**src/rtl/lmfc_ila_ctrl.sv**
```systemverilog
module lmfc_ila_ctrl #(
  parameter int K_MAX  = 32,
  parameter int ILA_MF = 4,
  localparam int CW = $clog2(K_MAX),
  localparam int IW = (ILA_MF > 1) ? $clog2(ILA_MF) : 1
) (
  input  logic          clk,
  input  logic          rst_n,
  input  logic          sysref,
  input  logic          sync_n,
  input  logic [CW-1:0] frames_m1,
  output logic          lmfc_tick,
  output logic [CW-1:0] frame_idx,
  output logic          cgs_phase,
  output logic          ila_start,
  output logic          ila_done,
  output logic          misalign
);

  typedef enum logic [1:0] {ST_CGS, ST_HOLD, ST_ILA, ST_DATA} st_t;

  logic [2:0]    sr_q;
  logic          sr_edge, at_wrap, aligned;
  logic [CW-1:0] cnt;
  st_t           st;
  logic          seen;
  logic [IW-1:0] ila_n;
  logic          last_ila;

  assign sr_edge  = sr_q[1] & ~sr_q[2];
  assign at_wrap  = cnt >= frames_m1;
  assign last_ila = ila_n == IW'(ILA_MF - 1);

  always_ff @(posedge clk or negedge rst_n) begin
    if (!rst_n) begin
      sr_q     <= '0;
      cnt      <= '0;
      aligned  <= 1'b0;
      misalign <= 1'b0;
    end else begin
      sr_q     <= {sr_q[1:0], sysref};
      cnt      <= (sr_edge | at_wrap) ? '0 : cnt + 1'b1;
      aligned  <= aligned | sr_edge;
      misalign <= misalign | (sr_edge & aligned & ~at_wrap);
    end
  end

  always_ff @(posedge clk or negedge rst_n) begin
    if (!rst_n) begin
      st    <= ST_CGS;
      seen  <= 1'b0;
      ila_n <= '0;
    end else if (!sync_n) begin
      st    <= ST_CGS;
      seen  <= 1'b0;
      ila_n <= '0;
    end else begin
      case (st)
        ST_CGS: begin
          st   <= ST_HOLD;
          seen <= 1'b0;
        end
        ST_HOLD: if (lmfc_tick) begin
          if (seen) begin
            st    <= ST_ILA;
            ila_n <= '0;
          end else begin
            seen <= 1'b1;
          end
        end
        ST_ILA: if (lmfc_tick) begin
          if (last_ila) st <= ST_DATA;
          else          ila_n <= ila_n + 1'b1;
        end
        default: st <= ST_DATA;
      endcase
    end
  end

  assign frame_idx = cnt;
  assign lmfc_tick = cnt == '0;
  assign cgs_phase = st == ST_CGS;
  assign ila_start = sync_n & (st == ST_HOLD) & seen & lmfc_tick;
  assign ila_done  = sync_n & (st == ST_ILA) & last_ila & lmfc_tick;

endmodule


```
**config.mk**
```make
export PLATFORM = sky130hd
export DESIGN_NAME = lmfc_ila_ctrl
export DESIGN_NICKNAME = d
export VERILOG_FILES = /design/src/rtl/lmfc_ila_ctrl.sv
export SDC_FILE = /design/constraint.sdc
export NUM_CORES = 1
export LEC_CHECK = 0
export BUFFER_PORTS_ARGS = -buffer_cell sky130_fd_sc_hd__buf_2
export CORE_MARGIN = 2
export CORE_UTILIZATION = 40
export DETAILED_ROUTE_END_ITERATION = 16
export SKIP_LAST_GASP = 1
export SLEW_MARGIN = 20
export SYNTH_ARGS = -nofsm -noshare
export SYNTH_HDL_FRONTEND = slang
export SYNTH_SLANG_ARGS = --single-unit
```
**constraint.sdc**
```tcl
create_clock -name clk -period 4 [get_ports clk]
set_input_delay 0.6 -clock clk [delete_from_list [all_inputs] [get_ports clk]]
set_output_delay 0.6 -clock clk [all_outputs]
set_load 0.01 [all_outputs]
```
==> results.cfg <==
[yosys]
synth.top_cell.area_share_pct = 47.8
netlist_area_um2 = 786
ys_types = 24
synth.avg_cell_area_um2 = 10.6
synth_most_common_cell = dfrtp_1
synthTopCellsByCount = 15 x dfrtp_1, 8 x ha_1, 8 x inv_1
syn-num-nets = 91
synth_flop_cell = dfrtp_1
ys_warn_count = 0
yosysSeqAreaShare_pct = 47.8
synth-edff-count = 0
yosys.area.top_type = dfrtp_1
synth.ff_latch_count = 15
synthTopCellsByArea = dfrtp_1 48%, ha_1 13%, nand3_1 4.5%
synthArstFlopShare_pct = 100
synthCells = 74

[grt]
grt_max_degree = 16
track_usage_pct = 13.8
grt_pass1_vias = 583
grt_pass1_wl_um = 2520
antenna_found_initial = 0
gr-total-overflow = 0

[power_and_ir_drop]
clkPwrFrac_pct = 19.1
p_comb_share_pct = 35.9
vdd.ir_drop.worst_mv = 0.255
netSwitchingPower_mw = 0.168
seqPwrFrac_pct = 45.0
p_sw_share_pct = 37.0
internal-power_mw = 0.287
p_per_area_nw_per_um2 = 486
power_leakage_nw = 0.474

[sta]
grt_setup_unrepaired = false
setup_viol = 0
finClkSkew_ns = 0.00854
period_share_pct = 60.7
slew_headroom_pct = 71.1
finalCriticalPeriod_ns = 2.43
fmax_mhz = 412
slew_viol_final = 0
worst_pin_slew_ns = 0.432
tns_ns = 0
hold_viol = 0

[cts]
ctsLongestPathBuffers = 2
insertion_delay_ns = 0.29
post_cts_buffers = 0
cts-root-buf = clkbuf_4
cts_resized = 0
cts_tree = done
clkTransAtPathRegs_ns = 0.10
cts_sinks = 15
cts_hold_buf = 0
cts_buffers = 3
htreeDepth = 1

[setup_path]
worstPathRequired_ns = 3.40
arrival_ns = 1.83
cpPeakStageDelay_ns = 0.43
rr_worst_depth = 5
cp.buffers_inverters = 2
reg2reg_from = frame_idx[2]
r2r_setup_slack_ns = 2.44
regToRegEndpoint = frame_idx[4]
cp_max_fo = 7
critPathSlowestCell = dfrtp_1
cp-end-kind = primary output
cpLargestDelayFamily = simple AND/OR/NAND/NOR gates
crit_chain = inv_1, ha_1, nor4b_4, and4_1, and2_1, buf_2
start_kind = flip-flop
worst-setup-path-type = flip-flop to primary output

[floorplan]
die_h_um = 48.3
die_w_um = 48.3
dieArea_um2 = 2330
rows = 16
coreArea_um2 = 1900
ios = 19
start_util_pct = 41.3

[run_status]
outcome = finished clean

[min_path]
hp-class = input pin to async pin

[drt]
routed_wl_um = 1380
vias = 584
drc = 0
drt_pre_antenna_iters = 3
drt-initial-drc-count = 5
wl_per_cell_um = 11.2
ant_nets = 0
vias_per_cell = 4.75

[finish]
num_antenna_cells = 0
final_nets = 114
area_growth_syn_to_layout_pct = 19.3
layout-drive-gt1-share_pct = 28.1
layout.cells.non_filler = 123

[placed_design]
gp_congestion = 0.702
dpl.cell_count = 119
portBuffers = 18
place_hpwl_um = 1070

[job]
drv_cap = 0
-- metrics by stage --
stage / cell area [µm²] / setup WS, ns / utilization [%] / hold slack [ns] / total power, mW
finish: 937 / 1.57 / 49.3 / 0.196 / 0.455
global route: 937 / 1.41 / 49.3 / 0.219 / 0.497
floorplan: 786 / 1.96 / - / 0.304 / 0.317
global placement: 910 / 1.96 / 47.8 / 0.332 / 0.371
CTS: 937 / 1.56 / 49.3 / 0.210 / 0.461
detailed placement: 910 / 1.89 / 47.8 / 0.343 / 0.375
-- state kept, by name, indices dropped and copies added (netlist names) --
register   count
st             2
misalign       1
seen           1
sr_q           3
ila_n          2
frame_idx      5
aligned        1
-- kinds of logic (layout without fill, tap and decap cells) --
group / after synthesis / count (layout) / synth area share, %
XOR/XNOR: 3 / 3 / 3.34
adder cells (fa/ha/maj): 8 / 8 / 12.7
flip-flops: 15 / 15 / 47.8
AND/OR/NAND/NOR: 29 / 29 / 23.4
AO/OA/AOI/OAI: 11 / 11 / 8.92
buffers and inverters: 8 / 30 / 3.82
-- power by group through the flow --
stage | sequential [mW] | combinational [mW] | clock [mW]
2_1_floorplan | 0.210 | 0.106 | 0
3_3_place_gp | 0.206 | 0.165 | 0
3_5_place_dp | 0.208 | 0.166 | 0
4_1_cts | 0.205 | 0.167 | 0.0891
5_1_grt | 0.210 | 0.190 | 0.0970
6_report | 0.205 | 0.164 | 0.0869
-- worst max-delay path by stage --
stage	from	end	cells after the start
after floorplan	frame_idx[0]	ila_start	5
after global placement	frame_idx[0]	ila_start	6
after detailed placement	frame_idx[0]	ila_start	6
after CTS	frame_idx[0]	ila_start	6
after global routing	frame_idx[0]	ila_start	6
final	frame_idx[0]	ila_start	6
-- area by class of cell --
cell class                      count  area [µm²]
Multi-Input combinational cell     51         380
Timing Repair Buffer               18        90.1
Fill cell                         188         965
Inverter                            8        30.0
Sequential cell                    15         375
Clock buffer                        3        22.5
Tap cell                           27        33.8
Clock inverter                      1        5.00
-- per-layer routing --
metal	wire (µm)	GRT usage (%)
met1	643	16.9
met2	637	22.9
met3	67	3.09
met4	28	7.14
met5	0	0
-- cell usage in the layout, fill, tap and decap left out, types with 2 or more instances in the layout --
cell       n
ha_1       8
clkbuf_4   3
nor2b_1    2
nand2b_1   2
nor3b_1    3
buf_2     18
xor2_1     2
a21oi_1    4
o21ai_0    3
dfrtp_1   15
nor2_1     7
inv_1      8
nand3_1    7
Note: power is estimated with default switching activity, not from simulation.
